--- config.mk ---
export PLATFORM = sky130hd
export DESIGN_NAME = lvl_slot_pool
export DESIGN_NICKNAME = d
export VERILOG_FILES = /design/src/rtl/lsp_pkg.sv /design/src/rtl/lsp_tag_store.sv /design/src/rtl/lsp_link_store.sv /design/src/rtl/lsp_level_heads.sv /design/src/rtl/lvl_slot_pool.sv
export SDC_FILE = /design/constraint.sdc
export NUM_CORES = 1
export LEC_CHECK = 0
export BUFFER_PORTS_ARGS = -buffer_cell sky130_fd_sc_hd__clkbuf_2
export CAP_MARGIN = 20
export CORE_ASPECT_RATIO = 1.2
export CORE_MARGIN = 1
export CORE_UTILIZATION = 45
export CTS_BUF_LIST = sky130_fd_sc_hd__clkbuf_8
export CTS_CLUSTER_DIAMETER = 100
export DETAILED_ROUTE_END_ITERATION = 6
export GPL_TIMING_DRIVEN = 0
export PLACE_DENSITY = 0.67
export SYNTH_ARGS = -nofsm -noshare
export SYNTH_HDL_FRONTEND = slang
export SYNTH_HIERARCHICAL = 1
export SYNTH_SLANG_ARGS = --single-unit
--- constraint.sdc ---
create_clock -name clk -period 4 [get_ports clk]
set_input_delay 0 -clock clk [delete_from_list [all_inputs] [get_ports clk]]
set_output_delay 0 -clock clk [all_outputs]
set_load 0.02 [all_outputs]
--- src/rtl/lsp_pkg.sv ---
package lsp_pkg;
   typedef enum logic [1:0] {
      RSP_IDLE    = 2'd0,
      RSP_LIST    = 2'd1,
      RSP_REGION  = 2'd2,
      RSP_EXHAUST = 2'd3
   } rsp_e;
endpackage

--- src/rtl/lsp_tag_store.sv ---
module lsp_tag_store #(
   parameter int SLOTS  = 16,
   parameter int LEVELS = 11,
   localparam int IDX_W = $clog2(SLOTS),
   localparam int TAG_W = $clog2(LEVELS + 1)
) (
   input  logic             clk,
   input  logic             rst_n,
   input  logic             clr_en,
   input  logic [IDX_W-1:0] clr_idx,
   input  logic             set_en,
   input  logic [IDX_W-1:0] set_idx,
   input  logic [TAG_W-1:0] set_val,
   input  logic [IDX_W-1:0] rd_a_idx,
   output logic [TAG_W-1:0] rd_a_tag,
   input  logic [IDX_W-1:0] rd_b_idx,
   output logic [TAG_W-1:0] rd_b_tag
);
   logic [TAG_W-1:0] tag_arr [SLOTS];

   for (genvar i = 0; i < SLOTS; i++) begin : g_slot
      logic [TAG_W-1:0] tag_r;
      always_ff @(posedge clk) begin
         if (!rst_n)
            tag_r <= '0;
         else if (set_en && set_idx == IDX_W'(i))
            tag_r <= set_val;
         else if (clr_en && clr_idx == IDX_W'(i))
            tag_r <= '0;
      end
      assign tag_arr[i] = tag_r;
   end

   assign rd_a_tag = tag_arr[rd_a_idx];
   assign rd_b_tag = tag_arr[rd_b_idx];

   // clearing and setting one slot in the same cycle would lose a write
   assert_no_tag_clash_R6: assert property (@(posedge clk) disable iff (!rst_n)
      !(clr_en && set_en && clr_idx == set_idx));
   // a set always writes a real level
   assert_set_nonzero_R2: assert property (@(posedge clk) disable iff (!rst_n)
      set_en |-> (set_val != '0 && int'(set_val) <= LEVELS));
   // a set lands only on a free slot
   assert_set_free_R3: assert property (@(posedge clk) disable iff (!rst_n)
      set_en |-> tag_arr[set_idx] == '0);
endmodule

--- src/rtl/lsp_link_store.sv ---
module lsp_link_store #(
   parameter int SLOTS = 16,
   localparam int IDX_W = $clog2(SLOTS)
) (
   input  logic             clk,
   input  logic             rst_n,
   input  logic             wr_en,
   input  logic [IDX_W-1:0] wr_idx,
   input  logic [IDX_W-1:0] wr_ptr,
   input  logic [IDX_W-1:0] rd_idx,
   output logic [IDX_W-1:0] rd_ptr
);
   logic [IDX_W-1:0] nxt_arr [SLOTS];

   for (genvar i = 0; i < SLOTS; i++) begin : g_link
      logic [IDX_W-1:0] nxt_r;
      always_ff @(posedge clk) begin
         if (!rst_n)
            nxt_r <= '0;
         else if (wr_en && wr_idx == IDX_W'(i))
            nxt_r <= wr_ptr;
      end
      assign nxt_arr[i] = nxt_r;
   end

   assign rd_ptr = nxt_arr[rd_idx];
endmodule

--- src/rtl/lsp_level_heads.sv ---
module lsp_level_heads #(
   parameter int SLOTS  = 16,
   parameter int LEVELS = 11,
   localparam int IDX_W = $clog2(SLOTS),
   localparam int TAG_W = $clog2(LEVELS + 1),
   localparam int CNT_W = $clog2(SLOTS + 1)
) (
   input  logic             clk,
   input  logic             rst_n,
   input  logic             push_en,
   input  logic [TAG_W-1:0] push_lvl,
   input  logic [IDX_W-1:0] push_slot,
   output logic [IDX_W-1:0] push_prev,
   input  logic             pop_en,
   input  logic [TAG_W-1:0] pop_lvl,
   input  logic [IDX_W-1:0] pop_next,
   input  logic [TAG_W-1:0] rd_lvl,
   output logic [IDX_W-1:0] rd_head,
   output logic [CNT_W-1:0] rd_cnt
);
   logic [IDX_W-1:0] head_arr [LEVELS+1];
   logic [CNT_W-1:0] cnt_arr  [LEVELS+1];

   assign head_arr[0] = '0;
   assign cnt_arr[0]  = '0;

   for (genvar l = 1; l <= LEVELS; l++) begin : g_lvl
      logic [IDX_W-1:0] head_r;
      logic [CNT_W-1:0] cnt_r;
      logic             psh, pop;
      assign psh = push_en && push_lvl == TAG_W'(l);
      assign pop = pop_en && pop_lvl == TAG_W'(l);
      always_ff @(posedge clk) begin
         if (!rst_n) begin
            head_r <= '0;
            cnt_r  <= '0;
         end else if (psh) begin
            head_r <= push_slot;
            cnt_r  <= cnt_r + 1'b1;
         end else if (pop) begin
            head_r <= pop_next;
            cnt_r  <= cnt_r - 1'b1;
         end
      end
      assign head_arr[l] = head_r;
      assign cnt_arr[l]  = cnt_r;

      assert_no_list_overflow_R6: assert property (@(posedge clk) disable iff (!rst_n)
         psh |-> int'(cnt_r) < SLOTS);
      assert_pop_nonempty_R3: assert property (@(posedge clk) disable iff (!rst_n)
         pop |-> cnt_r != '0);
   end

   always_comb begin
      rd_head   = '0;
      rd_cnt    = '0;
      push_prev = '0;
      if (int'(rd_lvl) <= LEVELS) begin
         rd_head = head_arr[rd_lvl];
         rd_cnt  = cnt_arr[rd_lvl];
      end
      if (int'(push_lvl) <= LEVELS)
         push_prev = head_arr[push_lvl];
   end

   // the controller turns a same-level push and pop into a bypass
   assert_no_push_pop_same_R9: assert property (@(posedge clk) disable iff (!rst_n)
      !(push_en && pop_en && push_lvl == pop_lvl));
endmodule

--- src/rtl/lvl_slot_pool.sv ---
module lvl_slot_pool #(
   parameter int SLOTS  = 16,
   parameter int LEVELS = 11,
   localparam int IDX_W = $clog2(SLOTS),
   localparam int TAG_W = $clog2(LEVELS + 1),
   localparam int CNT_W = $clog2(SLOTS + 1)
) (
   input  logic             clk,
   input  logic             rst_n,
   input  logic             alloc_req,
   input  logic [TAG_W-1:0] alloc_lvl,
   input  logic             rel_req,
   input  logic [IDX_W-1:0] rel_slot,
   input  logic [IDX_W-1:0] q_slot,
   output logic [TAG_W-1:0] q_tag,
   output logic [1:0]       resp,
   output logic [IDX_W-1:0] resp_slot,
   output logic             err
);
   import lsp_pkg::*;

   if (SLOTS < 2 || (SLOTS & (SLOTS - 1)) != 0) begin : g_bad_slots
      $error("SLOTS must be a power of two of at least 2");
   end
   if (LEVELS < 1) begin : g_bad_levels
      $error("LEVELS must be at least 1");
   end

   logic [TAG_W-1:0] rel_lvl;
   logic [IDX_W-1:0] head_a, next_a, push_prev;
   logic [CNT_W-1:0] cnt_a;
   logic [CNT_W-1:0] bump_q;
   logic             lvl_ok, a_go, r_go, bypass, have_list, region_left;
   logic             push_en, pop_en, from_region, set_en;
   logic [IDX_W-1:0] set_idx;
   rsp_e             rsp_d, rsp_q;
   logic [IDX_W-1:0] slot_d, slot_q;
   logic             err_d, err_q;

   assign lvl_ok      = alloc_lvl != '0 && int'(alloc_lvl) <= LEVELS;
   assign a_go        = alloc_req && lvl_ok;
   assign r_go        = rel_req && rel_lvl != '0;
   assign bypass      = a_go && r_go && rel_lvl == alloc_lvl;
   assign have_list   = cnt_a != '0;
   assign region_left = int'(bump_q) < SLOTS;
   assign push_en     = r_go && !bypass;
   assign pop_en      = a_go && !bypass && have_list;
   assign from_region = a_go && !bypass && !have_list && region_left;
   assign set_en      = pop_en || from_region;
   assign set_idx     = pop_en ? head_a : bump_q[IDX_W-1:0];

   lsp_tag_store #(.SLOTS(SLOTS), .LEVELS(LEVELS)) u_tags (
      .clk      (clk),
      .rst_n    (rst_n),
      .clr_en   (push_en),
      .clr_idx  (rel_slot),
      .set_en   (set_en),
      .set_idx  (set_idx),
      .set_val  (alloc_lvl),
      .rd_a_idx (rel_slot),
      .rd_a_tag (rel_lvl),
      .rd_b_idx (q_slot),
      .rd_b_tag (q_tag)
   );

   lsp_level_heads #(.SLOTS(SLOTS), .LEVELS(LEVELS)) u_heads (
      .clk       (clk),
      .rst_n     (rst_n),
      .push_en   (push_en),
      .push_lvl  (rel_lvl),
      .push_slot (rel_slot),
      .push_prev (push_prev),
      .pop_en    (pop_en),
      .pop_lvl   (alloc_lvl),
      .pop_next  (next_a),
      .rd_lvl    (alloc_lvl),
      .rd_head   (head_a),
      .rd_cnt    (cnt_a)
   );

   lsp_link_store #(.SLOTS(SLOTS)) u_links (
      .clk    (clk),
      .rst_n  (rst_n),
      .wr_en  (push_en),
      .wr_idx (rel_slot),
      .wr_ptr (push_prev),
      .rd_idx (head_a),
      .rd_ptr (next_a)
   );

   always_comb begin
      rsp_d  = RSP_IDLE;
      slot_d = '0;
      if (bypass) begin
         rsp_d  = RSP_LIST;
         slot_d = rel_slot;
      end else if (a_go && have_list) begin
         rsp_d  = RSP_LIST;
         slot_d = head_a;
      end else if (a_go && region_left) begin
         rsp_d  = RSP_REGION;
         slot_d = bump_q[IDX_W-1:0];
      end else if (a_go) begin
         rsp_d  = RSP_EXHAUST;
      end
      err_d = (alloc_req && !lvl_ok) || (rel_req && rel_lvl == '0);
   end

   always_ff @(posedge clk) begin
      if (!rst_n) begin
         bump_q <= '0;
         rsp_q  <= RSP_IDLE;
         slot_q <= '0;
         err_q  <= 1'b0;
      end else begin
         if (from_region)
            bump_q <= bump_q + 1'b1;
         rsp_q  <= rsp_d;
         slot_q <= slot_d;
         err_q  <= err_d;
      end
   end

   assign resp      = rsp_q;
   assign resp_slot = slot_q;
   assign err       = err_q;

   assert_idle_after_no_req_R11: assert property (@(posedge clk) disable iff (!rst_n)
      !alloc_req |=> resp == RSP_IDLE);
   assert_bad_level_flags_R8: assert property (@(posedge clk) disable iff (!rst_n)
      (alloc_req && !lvl_ok) |=> (err && resp == RSP_IDLE));
   assert_free_release_flags_R7: assert property (@(posedge clk) disable iff (!rst_n)
      (rel_req && q_slot == rel_slot && q_tag == '0) |=> err);
   assert_bump_bounded_R4: assert property (@(posedge clk) disable iff (!rst_n)
      int'(bump_q) <= SLOTS);
   assert_exhaust_only_when_full_R5: assert property (@(posedge clk) disable iff (!rst_n)
      resp == RSP_EXHAUST |-> int'(bump_q) == SLOTS);
   assert_bump_steps_R4: assert property (@(posedge clk) disable iff (!rst_n)
      resp == RSP_REGION |-> bump_q == $past(bump_q) + 1'b1);
endmodule

# After elaboration in Yosys (flattened, before gate mapping)
# Index checks and enable logic that the tools add are counted.
# word_totals
reg_bits,239
inputBits,16
output_inout_bits,11
wordCells,361
# op_classes
n_addsub,23
n_lt_le_gt_ge,8
n_eq_ne,53
mux,105
bitwise_logic,6
n_reduce_logical,107
# ops
op,count
2-to-1 mux 4 bit,70
2-to-1 mux 5 bit,25
== test 4 bit (second input constant),24
binary-select mux 4 bit (select 4 bit),5
logical AND 1 bit,68
== test 4 x 3 -> 1 bit (second input constant),16
adder 5 x 1 -> 5 bit (second input constant),12
subtractor 5 x 1 -> 5 bit (second input constant),11
nonzero test 2 bit,27
== test 4 x 2 -> 1 bit (second input constant),8
>= comparator 5 bit (second input constant),5
inverter 4 -> 5 bit,5
binary-select mux 5 bit (select 4 bit),1
== test 4 x 1 -> 1 bit (second input constant),4
logical NOT 4 bit,3
<= comparator 4 bit (second input constant),2
nonzero test 4 bit,2
less-than comparator 5 bit (second input constant),1
nonzero test 5 bit,1
== test 4 bit,1
2-to-1 mux 2 bit,2
logical NOT 1 bit,3
OR reduction 3 bit,1
logical OR 1 bit,2
2 further kinds,3

# Longest topological paths before layout
# logic_depth
ltp_word,15
mapped_depth,19
depth_no_buf,15

# Cells and area by module
# The synthesis kept the hierarchy.
# modules_own_cells
module,instances,cells_per_inst,area_per_inst_um2,seq_area_each_um2
lsp_level_heads,1,712,6794.0,1981.9
lsp_tag_store,1,414,4058.9,1281.2
lsp_link_store,1,349,3245.6,1281.2
lvl_slot_pool,1,88,803.3,240.2

# Least setup slack after synthesis
# Ideal clock, no wire load.
# synth_path
kind,reg2reg
from,register u_tags.g_slot[3].tag_r[0]
to,register u_heads.g_lvl[6].cnt_r[4]
setup_time_ns,0.115
t_arrival_ns,4.192
required_ns,3.885
setup_slack_ns,-0.307
path_stages_with_launch,17
n_path_buf,2
period_less_slack_ns,4.307
cell_sequence,dfxtp_1 > mux4_2 > a22oi_1 > nand3_1 > xnor2_1 > and4_1 > clkbuf_1 > a21oi_1 > and3b_1 > nand2_1 > clkbuf_1 > ha_1 > nor2b_1 > a221oi_1 > mux2i_1 > xor2_1 > and2_1
# synth_via
word_cells_on_any_way,17
# synth_rtl
element,line,text
from (decl),lsp_tag_store.sv:22,logic [TAG_W-1:0] tag_r;
from (signal assigned),lsp_tag_store.sv:27,tag_r <= set_val;
binary-select mux 4 bit (select 4 bit) (*),lsp_tag_store.sv:34,assign rd_a_tag = tag_arr[rd_a_idx];
2-to-1 mux 4 bit (implied by the code) (*) (2 in series),lsp_tag_store.sv:34,
net rel_lvl[0],lvl_slot_pool.sv:29,logic [TAG_W-1:0] rel_lvl;
nonzero test 4 bit,lvl_slot_pool.sv:42,assign r_go = rel_req && rel_lvl != '0;
logical AND 1 bit,lvl_slot_pool.sv:42,
logical AND 1 bit (2 in series),lvl_slot_pool.sv:43,assign bypass = a_go && r_go && rel_lvl == alloc_lvl;
logical NOT 1 bit,lvl_slot_pool.sv:46,assign push_en = r_go && !bypass;
logical AND 1 bit (*),lvl_slot_pool.sv:46,
net push_en,lvl_slot_pool.sv:34,"logic push_en, pop_en, from_region, set_en;"
logical AND 1 bit (*),lsp_level_heads.sv:31,assign psh = push_en && push_lvl == TAG_W'(l);
2-to-1 mux 5 bit / nonzero test 2 bit (equally long branches),n/a,
to (signal assigned),lsp_level_heads.sv:39,cnt_r <= cnt_r + 1'b1;
to (signal assigned),lsp_level_heads.sv:42,cnt_r <= cnt_r - 1'b1;
to (decl),lsp_level_heads.sv:29,logic [CNT_W-1:0] cnt_r;
# The timed path passes the listed nets; every way through them passes the cells marked *. The select of a mux whose other input is x is not followed.
# A chain may end at the register's enable or synchronous reset.

# Worst setup path in the final report
# layout_path
from,register u_tags.g_slot[3].tag_r[0]
to,register u_heads.g_lvl[2].cnt_r[4]
# layout_via
word_cells_on_any_way,17
# layout_rtl
element,line
binary-select mux 4 bit (select 4 bit) (*),lsp_tag_store.sv:34
2-to-1 mux 4 bit (implied by the code) (*) (2 in series),lsp_tag_store.sv:34
net rel_lvl[0],lvl_slot_pool.sv:29
nonzero test 4 bit,lvl_slot_pool.sv:42
logical AND 1 bit,lvl_slot_pool.sv:42
logical AND 1 bit (2 in series),lvl_slot_pool.sv:43
logical NOT 1 bit,lvl_slot_pool.sv:46
logical AND 1 bit (*),lvl_slot_pool.sv:46
net push_en,lvl_slot_pool.sv:34
logical AND 1 bit (*),lsp_level_heads.sv:31
2-to-1 mux 5 bit / nonzero test 2 bit (equally long branches),n/a
to (signal assigned),lsp_level_heads.sv:39
to (signal assigned),lsp_level_heads.sv:42
to (decl),lsp_level_heads.sv:29
# Marked as above.

==> summary.txt <==
Timing
  • Min Clock Period, post-route: 3.94 ns
  • Crit share post-route: between 90% and 100%
  • Setup-failing EPs final: 0
  • Worst slew pin tran: 0.899 ns
  • Skew final: 0.0342 ns
  • Slew Limit Fails: 0
  • Hold Fails Final Rpt: 0
  • FMAX: 253 MHz
  • Slew headroom: 39.9%
  • Setup TNS Final: 0 ns

Yosys
  • Sequential fraction of the synthesis area: 32.1%
  • XOR/XNOR share of the synthesized area: 2.64%
  • Post-synthesis mux area share: 17.4%
  • Synth Instances: around 1600
  • Asr flop ratio synth: 0%
  • Synth unique cells: 64
  • Largest family of logic cells by synthesized area: compound AO/OA/AOI/OAI gates
  • Adder-cell share of the synthesized area: 4.50%
  • Post-Syn Area: about 15000 um2
  • Number of enable flip-flop cells after synthesis: 0
  • Post-synthesis register bit count: roughly 240
  • Synth warn: 6
  • Synth Area in Compound Gates: between 20 and 25%
  • Simple-gate share of the synthesized area: 14.9%
  • Syn Nets: 1626
  • Predominant post-synthesis flop cell: dfxtp_1
  • Synthesized area per cell: 9.53 um2

Hold path
  • Beginning of the worst hold path: rel_slot[0]
  • Hold path cells: 3
  • Worst-case hold path end point: u_heads/g_lvl[5].head_r[0]$_SDFFE_PN0P_
  • Worst Hold Class: in -> reg

Die
  • Core area: 32400 um2
  • Initial Utilization: 45.9%
  • Die Ht: 201 um
  • Chip width: 168 um
  • Die Footprint: 33900 um2
  • I/O pin count: 27
  • Row cnt: 72

Clocking
  • CTS H-tree depth: 2
  • Clock slew at reported path FFs: ~0.07 ns
  • Root buffer cell: clkbuf_8
  • Clock tree buffer depth: 3
  • Clock insertion delay at the later pin of the skew report: just under 0.6 ns
  • Num CTS Buffers: 42
  • TritonCTS clock tree: yes
  • Clock sink total: 239

Route
  • Wirelength per Cell: 22.0 um
  • Post-Route WL: 46000 um
  • Initial DRC count: 1193
  • First-pass DRT Iterations: 5
  • Via-per-instance ratio: 6.32
  • DRC errors left: 0
  • Via count: 13190
  • DRT antenna net count: 0

Worst setup path
  • Crit-path max FO: 13
  • Buf/Inv on CP: 2
  • Reg2reg path depth: 15
  • CP Cell Sequence: mux4_2, a22oi_2, nand3_4, xnor2_1, and4_4, a21oi_4, nor3b_4, nand2_1, clkbuf_2, inv_1, fa_1, o21ai_0, mux2i_1, xor2_1, and2_1
  • Worst setup path category: reg -> reg
  • Crit path max-delay family: simple AND/OR/NAND/NOR gates
  • Critical path capture point type: register
  • Reg-to-reg slack, setup: 0.06 ns
  • Req. time, crit path: 4.46 ns
  • Worst-path cell with the longest stage delay: mux4_2
  • Worst R2R Start: u_tags/g_slot[3].tag_r[0]$_SDFFE_PN0P_
  • Worst R2R End: u_heads/g_lvl[2].cnt_r[4]$_SDFFE_PN0P_
  • Largest stage delay on the critical path: approximately 0.51 ns
  • Crit path DAT: 4.41 ns
  • CP startpoint kind: register

GRT
  • Grt total ovfl: 0
  • Initial antenna violation count: 1
  • Gr usage total: 27.2%
  • Largest net degree at the start of global routing: 23
  • Global-route wire length before repair: 72100 um
  • Vias in the first global route: 13000

Run status
  • Run status: finished clean

Placement
  • Port buffer count: 24
  • Gpl congestion: 0.943
  • HPWL Detailed: 32400 um

Finish
  • Synthesis-to-finish area growth: 12.2%
  • Fin util: between 50 and 60%
  • FILL cells: slightly above 3000
  • Share of layout cells above drive strength 1: 18.6%
  • Final #Nets: 1712

Job
  • MaxCap Viol Count: 0

Pwr
  • Maximum VDD drop: 0.000231 V
  • Power Density: 311 nW/um2
  • Leakage: between 6 and 7 nW
==> stage by stage <==
step	hold slack (ns)	cell area [um2]	total power (W)	instances	setup slack (ns)
finish	0.0307	16700	0.00520	2087	0.0551
global route	0.0731	16700	0.00538	2087	-0.114
CTS	0.00209	16600	0.00522	2081	0.00514
detailed placement	0.414	15600	0.00301	1996	-1.73
global placement	0.415	15600	0.00300	1994	-1.70
floorplan	0.155	14900	0.00282	1563	0.0225
==> area by class of cell <==
type | count | area (um2) | area share [%]
inverters | 29 | 109 | 0.651
repair buffers | 46 | 290 | 1.74
clock buffers | 51 | 702 | 4.20
multi-input cells | 1133 | 9370 | 56.1
clock inverters | 23 | 98.8 | 0.591
plain buffers | 158 | 846 | 5.06
diodes | 1 | 2.50 | 0.0150
flip-flops and latches | 239 | 4780 | 28.6
well taps | 407 | 509 | 3.05
==> cell families (layout without fill, tap and decap cells) <==
group | after synthesis | in the layout
multiplexers | 159 | 159
other | 0 | 1
AO/OA/AOI/OAI | 479 | 479
XOR/XNOR | 45 | 45
adder cells (fa/ha/maj) | 47 | 47
buffers and inverters | 191 | 307
flip-flops | 239 | 239
AND/OR/NAND/NOR | 403 | 403
==> worst min-delay path, cell delays in order <==
cell,delay (ns)
clkbuf_2,0.27
o21ai_0,0.23
a21oi_1,0.05
==> cell usage after synthesis (8+ instances only) <==
master | n | area share (%)
mux4_1 | 14 | 2.5
buf_6 | 10 | 0.76
xor2_1 | 17 | 1.0
ha_1 | 36 | 3.0
buf_2 | 42 | 1.4
nand3_1 | 176 | 5.9
buf_4 | 9 | 0.45
a21o_1 | 16 | 0.81
clkbuf_1 | 83 | 2.1
mux4_2 | 60 | 9.1
nor2_1 | 19 | 0.48
nand2b_1 | 18 | 0.76
nor2b_1 | 40 | 1.7
and2_1 | 24 | 1.0
and3b_1 | 10 | 0.59
a22oi_1 | 13 | 0.65
a21boi_0 | 103 | 5.2
mux2i_1 | 68 | 4.6
clkbuf_2 | 12 | 0.40
mux2_2 | 17 | 1.3
a221oi_1 | 14 | 0.82
o21ai_0 | 120 | 4.0
o32ai_1 | 13 | 0.76
o211a_1 | 11 | 0.74
nand2_1 | 67 | 1.7
o211ai_1 | 8 | 0.40
nand3b_1 | 8 | 0.40
a21boi_1 | 27 | 1.4
o221ai_1 | 63 | 3.7
a21oi_1 | 70 | 2.4
fa_1 | 11 | 1.5
xnor2_1 | 28 | 1.6
dfxtp_1 | 239 | 32
inv_1 | 29 | 0.73
==> sequential cells by signal, summed over array words and instances, names as in the netlist <==
signal	cells
u_tags/g_slot.tag_r	64
u_heads/g_lvl.cnt_r	55
err	1
resp_slot	4
bump_q	5
u_links/g_link.nxt_r	64
resp	2
u_heads/g_lvl.head_r	44
==> power by group <==
part,internal (W),switching [W],total (W),leakage (nW)
registers,0.00240,0.0000150,0.00241,1.93
logic,0.000198,0.000381,0.000579,3.86
clock network,0.00115,0.00106,0.00221,0.485
total,0.00375,0.00145,0.00520,6.27
==> what timing repair did <==
action,in CTS,in global routing
hold buffers,4,0
gates resized for setup,32,30
buffers inserted,10,6
endpoints found under the hold margin,9,0
endpoints found under the setup margin,141,109
pin swaps,8,11
==> layout by cell type, fill, tap and decap left out, types with 36 or more instances in the layout <==
cell / count
a21boi_0: 103
a21oi_1: 64
buf_2: 39
clkbuf_1: 70
clkbuf_2: 42
clkbuf_8: 52
dfxtp_1: 239
ha_1: 36
inv_1: 48
mux2i_1: 68
mux4_2: 60
nand2_1: 66
nand3_1: 172
nor2b_1: 40
o21ai_0: 120
o221ai_1: 63
==> per-layer routing <==
layer | track usage (%) | share of wire, %
met3 | 4.25 | 6.4
met5 | 0 | 0
met4 | 13.7 | 4.3
met2 | 46.5 | 49
met1 | 33.2 | 40
==> worst max path at each step <==
stage	from	to	slack (ns)	cells past startpoint
6_report	u_tags/g_slot[3].tag_r[0]$_SDFFE_PN0P_	u_heads/g_lvl[2].cnt_r[4]$_SDFFE_PN0P_	0.06	15
4_1_cts	u_heads/g_lvl[8].cnt_r[0]$_SDFFE_PN0P_	u_tags/g_slot[5].tag_r[0]$_SDFFE_PN0P_	0.005	13
3_5_place_dp	rel_slot[1]	u_heads/g_lvl[6].cnt_r[4]$_SDFFE_PN0P_	-1.73	19
3_3_place_gp	rel_slot[1]	u_heads/g_lvl[6].cnt_r[4]$_SDFFE_PN0P_	-1.70	19
5_1_grt	u_tags/g_slot[3].tag_r[0]$_SDFFE_PN0P_	u_tags/g_slot[0].tag_r[0]$_SDFFE_PN0P_	-0.11	13
2_1_floorplan	u_tags/g_slot[3].tag_r[0]$_SDFFE_PN0P_	u_heads/g_lvl[4].cnt_r[4]$_SDFFE_PN0P_	0.02	17
(Power assumes the default switching activity.)
